==> src/rtl/secrtc_pkg.sv <==
package secrtc_pkg;

  typedef enum logic [1:0] {
    SZ_BYTE = 2'd0,
    SZ_HALF = 2'd1,
    SZ_WORD = 2'd2,
    SZ_RSVD = 2'd3
  } acc_size_e;

  // Register byte offsets (software-visible contract)
  localparam int unsigned OFS_SECONDS = 'h000;
  localparam int unsigned OFS_ALARM   = 'h004;
  localparam int unsigned OFS_FLAG    = 'h008;
  localparam int unsigned OFS_PRESET  = 'h00C;
  localparam int unsigned OFS_ELAPSED = 'h010;

  // Distance of identification words below the top of the window
  localparam int unsigned IDENT_BACKOFF = 'h20;
  localparam int unsigned MASKW_BACKOFF = 'h28;

  localparam logic [31:0] IDENT_WORD = 32'h0004_1030;
  localparam logic [31:0] MASK_WORD  = 32'h000F_FFFF;

  typedef struct packed {
    logic seconds;
    logic alarm;
    logic flag;
    logic preset;
    logic elapsed;
    logic ident;
    logic maskw;
  } reg_hit_t;

endpackage

==> src/rtl/secrtc_decode.sv <==
module secrtc_decode
  import secrtc_pkg::*;
#(
  parameter int ADDR_W = 12
) (
  input  logic              bus_sel,
  input  logic              bus_wr,
  input  logic [ADDR_W-1:0] bus_addr,
  input  logic [1:0]        bus_size,
  output reg_hit_t          hit,
  output logic              wr_fire,
  output logic              rd_fire
);

  localparam int unsigned WIN_BYTES = 1 << ADDR_W;
  localparam int unsigned NREG      = 7;
  localparam int unsigned OFS_IDENT = WIN_BYTES - IDENT_BACKOFF;
  localparam int unsigned OFS_MASKW = WIN_BYTES - MASKW_BACKOFF;

  localparam int unsigned OFS_TAB [NREG] = '{
    OFS_SECONDS, OFS_ALARM, OFS_FLAG, OFS_PRESET, OFS_ELAPSED,
    OFS_IDENT, OFS_MASKW
  };

  logic              word_ok;
  logic [NREG-1:0]   match_vec;

  assign word_ok = bus_sel && (acc_size_e'(bus_size) == SZ_WORD);
  assign wr_fire = word_ok && bus_wr;
  assign rd_fire = word_ok && !bus_wr;

  for (genvar g = 0; g < NREG; g++) begin : g_cmp
    assign match_vec[g] = (bus_addr == ADDR_W'(OFS_TAB[g]));
  end

  always_comb begin
    hit.seconds = match_vec[0];
    hit.alarm   = match_vec[1];
    hit.flag    = match_vec[2];
    hit.preset  = match_vec[3];
    hit.elapsed = match_vec[4];
    hit.ident   = match_vec[5];
    hit.maskw   = match_vec[6];
  end

endmodule

==> src/rtl/secrtc_count.sv <==
module secrtc_count #(
  parameter int CNT_W = 32
) (
  input  logic             clk,
  input  logic             rst_n,
  input  logic             tick_en,
  input  logic             rebase,
  input  logic [CNT_W-1:0] alarm_val,
  output logic [CNT_W-1:0] sec_q,
  output logic [CNT_W-1:0] elapsed,
  output logic             alarm_hit
);

  logic [CNT_W-1:0] sec_d;
  logic [CNT_W-1:0] base_q;
  logic [CNT_W-1:0] base_d;

  always_comb begin
    sec_d  = sec_q + CNT_W'(1);
    base_d = tick_en ? sec_d : sec_q;
  end

  always_ff @(posedge clk or negedge rst_n) begin
    if (!rst_n) begin
      sec_q <= '0;
    end else if (tick_en) begin
      sec_q <= sec_d;
    end
  end

  always_ff @(posedge clk or negedge rst_n) begin
    if (!rst_n) begin
      base_q <= '0;
    end else if (rebase) begin
      base_q <= base_d;
    end
  end

  assign elapsed   = sec_q - base_q;
  assign alarm_hit = tick_en && (sec_d == alarm_val);

endmodule

==> src/rtl/secrtc_irq.sv <==
module secrtc_irq (
  input  logic clk,
  input  logic rst_n,
  input  logic alarm_hit,
  input  logic sw_wr,
  input  logic sw_nonzero,
  output logic flag_q
);

  logic flag_d;
  logic flag_en;

  always_comb begin
    flag_en = alarm_hit || sw_wr;
    flag_d  = alarm_hit ? 1'b1 : sw_nonzero;
  end

  always_ff @(posedge clk or negedge rst_n) begin
    if (!rst_n) begin
      flag_q <= 1'b0;
    end else if (flag_en) begin
      flag_q <= flag_d;
    end
  end

endmodule

==> src/rtl/secrtc_top.sv <==
module secrtc_top
  import secrtc_pkg::*;
#(
  parameter int ADDR_W = 12,
  parameter int DATA_W = 32
) (
  input  logic              clk,
  input  logic              rst_n,
  input  logic              tick_en,
  input  logic              bus_sel,
  input  logic              bus_wr,
  input  logic [ADDR_W-1:0] bus_addr,
  input  logic [1:0]        bus_size,
  input  logic [DATA_W-1:0] bus_wdata,
  output logic [DATA_W-1:0] bus_rdata,
  output logic              irq
);

  reg_hit_t          hit;
  logic              wr_fire;
  logic              rd_fire;
  logic [DATA_W-1:0] sec_now;
  logic [DATA_W-1:0] elapsed;
  logic [DATA_W-1:0] match_now;
  logic [DATA_W-1:0] match_d;
  logic              match_en;
  logic              alarm_hit;
  logic              flag_q;
  logic [DATA_W-1:0] rd_mux;
  logic [DATA_W-1:0] rdata_q;

  secrtc_decode #(.ADDR_W(ADDR_W)) u_dec (
    .bus_sel  (bus_sel),
    .bus_wr   (bus_wr),
    .bus_addr (bus_addr),
    .bus_size (bus_size),
    .hit      (hit),
    .wr_fire  (wr_fire),
    .rd_fire  (rd_fire)
  );

  secrtc_count #(.CNT_W(DATA_W)) u_cnt (
    .clk       (clk),
    .rst_n     (rst_n),
    .tick_en   (tick_en),
    .rebase    (wr_fire && hit.elapsed),
    .alarm_val (match_now),
    .sec_q     (sec_now),
    .elapsed   (elapsed),
    .alarm_hit (alarm_hit)
  );

  secrtc_irq u_irq (
    .clk        (clk),
    .rst_n      (rst_n),
    .alarm_hit  (alarm_hit),
    .sw_wr      (wr_fire && hit.flag),
    .sw_nonzero (|bus_wdata),
    .flag_q     (flag_q)
  );

  // Alarm compare value
  always_comb begin
    match_en = wr_fire && hit.alarm;
    match_d  = bus_wdata;
  end

  always_ff @(posedge clk or negedge rst_n) begin
    if (!rst_n) begin
      match_now <= '0;
    end else if (match_en) begin
      match_now <= match_d;
    end
  end

  // Read-back selection; preset and unmapped offsets return zero
  always_comb begin
    rd_mux = '0;
    unique case (1'b1)
      hit.seconds: rd_mux = sec_now;
      hit.alarm:   rd_mux = match_now;
      hit.flag:    rd_mux = DATA_W'(flag_q);
      hit.elapsed: rd_mux = elapsed;
      hit.ident:   rd_mux = DATA_W'(IDENT_WORD);
      hit.maskw:   rd_mux = DATA_W'(MASK_WORD);
      default:     rd_mux = '0;
    endcase
  end

  always_ff @(posedge clk or negedge rst_n) begin
    if (!rst_n) begin
      rdata_q <= '0;
    end else if (rd_fire) begin
      rdata_q <= rd_mux;
    end
  end

  assign bus_rdata = rdata_q;
  assign irq       = flag_q;

endmodule

==> config.mk <==
export PLATFORM = sky130hd
export DESIGN_NAME = secrtc_top
export DESIGN_NICKNAME = d
export VERILOG_FILES = /design/src/rtl/secrtc_pkg.sv /design/src/rtl/secrtc_decode.sv /design/src/rtl/secrtc_count.sv /design/src/rtl/secrtc_irq.sv /design/src/rtl/secrtc_top.sv
export SDC_FILE = /design/constraint.sdc
export NUM_CORES = 1
export LEC_CHECK = 0
export BUFFER_PORTS_ARGS = -buffer_cell sky130_fd_sc_hd__buf_2
export CAP_MARGIN = 20
export CORE_ASPECT_RATIO = 1.5
export CORE_MARGIN = 1
export CORE_UTILIZATION = 30
export CTS_CLUSTER_SIZE = 8
export DETAILED_ROUTE_END_ITERATION = 8
export HOLD_SLACK_MARGIN = 0.08
export PLACE_DENSITY = 0.44
export SLEW_MARGIN = 20
export SYNTH_ARGS = -nofsm -noshare
export SYNTH_HDL_FRONTEND = slang
export SYNTH_SLANG_ARGS = --single-unit
==> constraint.sdc <==
create_clock -name clk -period 4.5 [get_ports clk]
set_clock_uncertainty 0.2 [all_clocks]
set_input_delay 0 -clock clk [delete_from_list [all_inputs] [get_ports clk]]
set_output_delay 0 -clock clk [all_outputs]
set_load 0.02 [all_outputs]
== Word-level counts from Yosys, hierarchy flattened ==
Cells that the tools add are included.

* Input bits: 51
* Output and inout port bits: 33
* Word-level logic and storage cells: 28
* Register bits after elaboration: 129

* Reduce and logical (&&, ||, !) cells: 11
* Muxes and demuxes: 3
* Eq/ne operators: 7
* Add/subtract/negate cells: 2

{| class="wikitable"
|+ Operators by type and width
! cell !! number
|-
| $pmux W32 S6 || 1
|-
| $add A32 B1 Y32 const B || 1
|-
| $eq A32 B32 Y1 || 1
|-
| $mux W32 || 1
|-
| $reduce_or A32 Y1 || 1
|-
| $sub A32 B32 Y32 || 1
|-
| $eq A12 B12 Y1 const B || 2
|-
| $eq A12 B3 Y1 const B || 1
|-
| $eq A12 B4 Y1 const B || 1
|-
| $eq A12 B5 Y1 const B || 1
|-
| $logic_not A12 Y1 || 1
|-
| $logic_and A1 B1 Y1 || 7
|-
| $eq A2 B2 Y1 const B || 1
|-
| $logic_not A1 Y1 || 1
|-
| $logic_or A1 B1 Y1 || 1
|-
| $mux W1 || 1
|}

== Longest topological paths before layout ==
* Depth after elaboration: 5
* Gate-level depth with buffers: 12
* Gate-level depth less buffers: 12

== Hierarchy ==
From an unflattened synthesis, not the netlist that was laid out.

* Cells, all modules: 905
* Area total of the unflattened synthesis: 8475.6 um2

{| class="wikitable"
|+ Modules (own cells, without submodules)
! module !! area each (um2) !! cells each !! times used
|-
| secrtc_count || 5247.5 || 629 || 1
|-
| secrtc_top || 3037.9 || 253 || 1
|-
| secrtc_decode || 150.1 || 20 || 1
|-
| secrtc_irq || 40.0 || 3 || 1
|}

== Least setup slack after synthesis ==
OpenSTA, ideal clock, no wires.

* Path kind: flip-flop to flip-flop
* Start: register u_cnt.sec_q[0]
* End: register rdata_q[16], in the netlist bus_rdata[16]
* Slack: 1.454 ns
* Path buffers: 0
* Clock period less this slack: 3.046 ns
* Stages on the path, launching flop included: 13
* Arrival: 2.725 ns
* Setup time: 0.121 ns
* Required time: 4.179 ns
* Cell sequence: dfrtp_1 inv_1 ha_1 inv_1 fa_1 a21o_1 a221o_1 a41o_1 a21bo_2 a31oi_1 xor2_1 o221ai_1 a22o_1

* Longest elaborated chain between the ends: 2

{| class="wikitable"
|+ RTL lines
! item !! line !! source
|-
| from (decl) || secrtc_count.sv:9 || <nowiki>output logic [CNT_W-1:0] sec_q,</nowiki>
|-
| from (signal assigned) || secrtc_count.sv:25 || <nowiki>sec_q <= '0;</nowiki>
|-
| from (signal assigned) || secrtc_count.sv:27 || <nowiki>sec_q <= sec_d;</nowiki>
|-
| $sub A32 B32 Y32 || secrtc_count.sv:39 || <nowiki>assign elapsed = sec_q - base_q;</nowiki>
|-
| $pmux W32 S6 || secrtc_top.sv:79 || <nowiki>unique case (1'b1)</nowiki>
|-
| to (signal assigned) || secrtc_top.sv:94 || <nowiki>rdata_q <= rd_mux;</nowiki>
|-
| to (decl) || secrtc_top.sv:30 || <nowiki>logic [DATA_W-1:0] rdata_q;</nowiki>
|}

No other way between the ends.
A chain may end at the register's enable or synchronous reset.

== Final worst setup path ==
* Start: register u_cnt.sec_q[1]
* End: register u_irq.flag_q

* Longest elaborated chain between the ends: 4

{| class="wikitable"
|+ RTL lines
! item !! line !! source
|-
| $add A32 B1 Y32 * || secrtc_count.sv:19 || <nowiki>sec_d = sec_q + CNT_W'(1);</nowiki>
|-
| $eq A32 B32 Y1 * || secrtc_count.sv:40 || <nowiki>assign alarm_hit = tick_en && (sec_d == alarm_val);</nowiki>
|-
| $logic_and A1 B1 Y1 * || secrtc_count.sv:40 ||
|-
| $mux W1 / $logic_or A1 B1 Y1 (equally long branches) || secrtc_irq.sv:15, secrtc_irq.sv:14 ||
|-
| to (signal assigned) || secrtc_irq.sv:22 || <nowiki>flag_q <= flag_d;</nowiki>
|-
| to (decl) || secrtc_irq.sv:7 || <nowiki>output logic flag_q</nowiki>
|}

Mark *: on every way between the ends. The rest lies on a longest branch, timed or not.

==> metrics.yaml <==
drt:
  drt_iter0_drc: 342
  ant_nets: 0
  vias: 6893
  via_per_inst: 5.156
  wl_um: 26610
  wire_per_inst_um: 19.90
  drtPass1Iterations: 4
  drcViolationCount: 0
synth:
  syn-mean-instance-area_um2: 9.497
  synth_area_um2: 8319
  yosys.area_share.simple_pct: 15.58
  ys_seq_elements: 129
  ys_types: 66
  yosys_warnings: 0
  synth-seq-area-share_pct: 38.80
  synth_nets: 960
  synthCells: 876
  synthArstFlopShare_pct: 100.0
  synth_xor_area_share_pct: 11.48
  muxShareOfSynthArea_pct: 9.415
  synthAdderAreaFrac_pct: 5.053
  synth_edf_count: 0
  synth_top_family_by_area: "simple AND/OR/NAND/NOR gates"
  synth_ff_type: "dfrtp_1"
  synth-compound-area-share_pct: 15.43
clock_tree:
  root_buffer: "clkbuf_16"
  clock-sinks: 129
  clkTransAtPathRegs_ns: 0.06
  cts_tree: "done"
  cts_buffer_depth: 2
  htreeDepth: 4
  cts_buffers: 17
  ctsResizeCount: 0
  clock_latency_ns: 0.44
setup_path:
  worst-setup-path-type: "reg -> reg"
  worst_path_max_delay_cell: "nor4_1"
  start_kind: "flip-flop"
  crit_arrival_ns: 3.51
  end_kind: "flip-flop"
  required_ns: 4.64
  cp_max_fo: 11
  crit_path_max_incr_delay_ns: 0.51
  crit_path_cell_trace: "ha_1 -> nand3_1 -> nor4_2 -> buf_4 -> and3_1 -> a31oi_1 -> nor4_1 -> nand4_1 -> or4_1 -> o31ai_2"
finish:
  utilization_pct: 36.85
  final_common_cell: "dfrtp_1"
  area_growth_pct: 20.59
  nets: 1066
  final_layout_size_suffix_gt1_share_pct: 18.79
  antennaDiodeCount: 0
  final_cell_mix: "dfrtp_1, nand2_1, buf_2"
placed_design:
  place_hpwl_um: 19560
  portBuffers: 83
  gp_congestion: 0.8827
sta:
  worst_pin_slew_ns: 0.9213
  clock.fmax_mhz: 296.4
  tns_ns: 0
  slew_headroom_pct: 38.58
  drv_slew: 0
  layout_min_cycle_time_ns: 3.374
  hold_viol_final: 0
  fin_crit_sh_pct: 74.98
  rsz0062_at_grt: "false"
  setup_viol: 0
floorplanning:
  die_w_um: 138.0
  coreArea_um2: 27220
  row_count: 74
  dieArea_um2: 28410
  initial_core_util_pct: 30.56
  die_y_um: 206.0
  ios: 84
flow_run:
  cap_violations: 0
global_route:
  grt_max_degree: 91
  antenna_found_initial: 0
  grt_pass1_vias: 7311
  grt_usage_pct: 19.83
  grt_overflow: 0
  grt_pass1_wl_um: 41150
power_and_ir_drop:
  peakVddDrop_v: 0.0002377
  total_leakage_power_nw: 4.725
  power_density_nw_per_um2: 305.3
status:
  outcome: "completed"
worst_hold_path:
  hold_class: "in -> async"
## timing repair
action                                 in CTS  in global routing
buffers inserted                            0                  0
hold buffers                               37                  0
endpoints found under the hold margin     153                  0
## layer usage
metal  up-vias  global-route usage, %  share of wire [%]
met4         0                  8.230                2.8
met3        36                  3.164                2.3
li1       3365                      -                  -
met1      3368                  21.94                 41
met5         -                      0                  0
met2       124                  36.77                 54
## where the power goes
part | leakage, nW | internal, mW | switching (mW)
Combinational | 2.82 | 0.196 | 0.234
Clock | 0.267 | 0.783 | 0.583
Sequential | 1.64 | 1.19 | 0.0737
Total | 4.72 | 2.17 | 0.891
## layout make-up
type / instances / area, um^2
Timing Repair Buffer: 133 / 889.6
Clock buffer: 19 / 442.9
Clock inverter: 13 / 130.1
Tap cell: 342 / 427.9
Fill cell: 2843 / 17190
Sequential cell: 129 / 3228
Inverter: 39 / 146.4
Multi-Input combinational cell: 662 / 4767
## metrics by stage
step / power [mW] / hold slack (ns) / cells / area, um^2 / setup WS, ns
floorplan: 1.570 / -0.4956 / 876 / 8319 / 1.454
finish: 3.063 / 0.02069 / 1337 / 10030 / 1.126
detailed placement: 1.695 / -0.03598 / 1268 / 9089 / 1.084
global route: 3.196 / 0.1151 / 1337 / 10030 / 0.8544
global placement: 1.696 / -0.03801 / 1268 / 9089 / 1.105
CTS: 3.099 / 0.08335 / 1337 / 10030 / 1.049
## Yosys cell counts (12+ instances only)
library cell    n  area, um^2
a21o_1         22       165.2
a21oi_1        36       180.2
a22o_1         12       105.1
and3_1         12       75.07
clkbuf_1       29       108.9
dfrtp_1       129        3228
ha_1           32       400.4
inv_1          39       146.4
mux2_2         42       473.0
mux2i_1        31       310.3
nand2_1        82       307.8
nand3_1        25       125.1
nand4_1        14       87.58
nor2_1         31       116.4
nor3_1         25       125.1
nor4_1         15       93.84
o21ai_0        66       330.3
xnor2_1        71       621.9
xor2_1         38       332.8
## sequential cells by signal (all words and copies together), names as in the netlist
register	cells
match_now	32
u_cnt.base_q	32
bus_rdata	32
u_irq.flag_q	1
u_cnt.sec_q	32
## critical path, delay by kind of cell, from the launching register on
kind	cells	cell delay (ns)
flip-flops	1	0.47
AND/OR/NAND/NOR	6	1.82
AO/OA/AOI/OAI	2	0.27
buffers and inverters	1	0.23
adder cells (fa/ha/maj)	1	0.28
## cells by family (layout without fill, tap and decap cells)
group | Yosys count | count (layout)
xor+xnor | 109 | 109
mux | 73 | 73
fa+ha+maj | 33 | 33
buf+inv | 85 | 204
flops | 129 | 129
simple gates | 250 | 250
compound gates | 197 | 197
## final timing paths
check / cells after the start / endpoint / startpoint / slack (ns)
max: 10 / u_irq.flag_q$_DFFE_PN0P_ / u_cnt.sec_q[1]$_DFF_PN0_ / 1.13
min: 2 / u_cnt.base_q[9]$_DFFE_PN0P_ / rst_n / 0.02
max reg2reg: 10 / u_irq.flag_q$_DFFE_PN0P_ / u_cnt.sec_q[1]$_DFF_PN0_ / 1.13
min reg2reg: 2 / bus_rdata[22]$_DFFE_PN0P_ / bus_rdata[22]$_DFFE_PN0P_ / 0.27
max in group asynchronous: 3 / u_cnt.base_q[3]$_DFFE_PN0P_ / rst_n / 3.02
min in group clk: 5 / bus_rdata[26]$_DFFE_PN0P_ / bus_addr[2] / 0.09
Note: power is estimated with default switching activity, not from simulation.
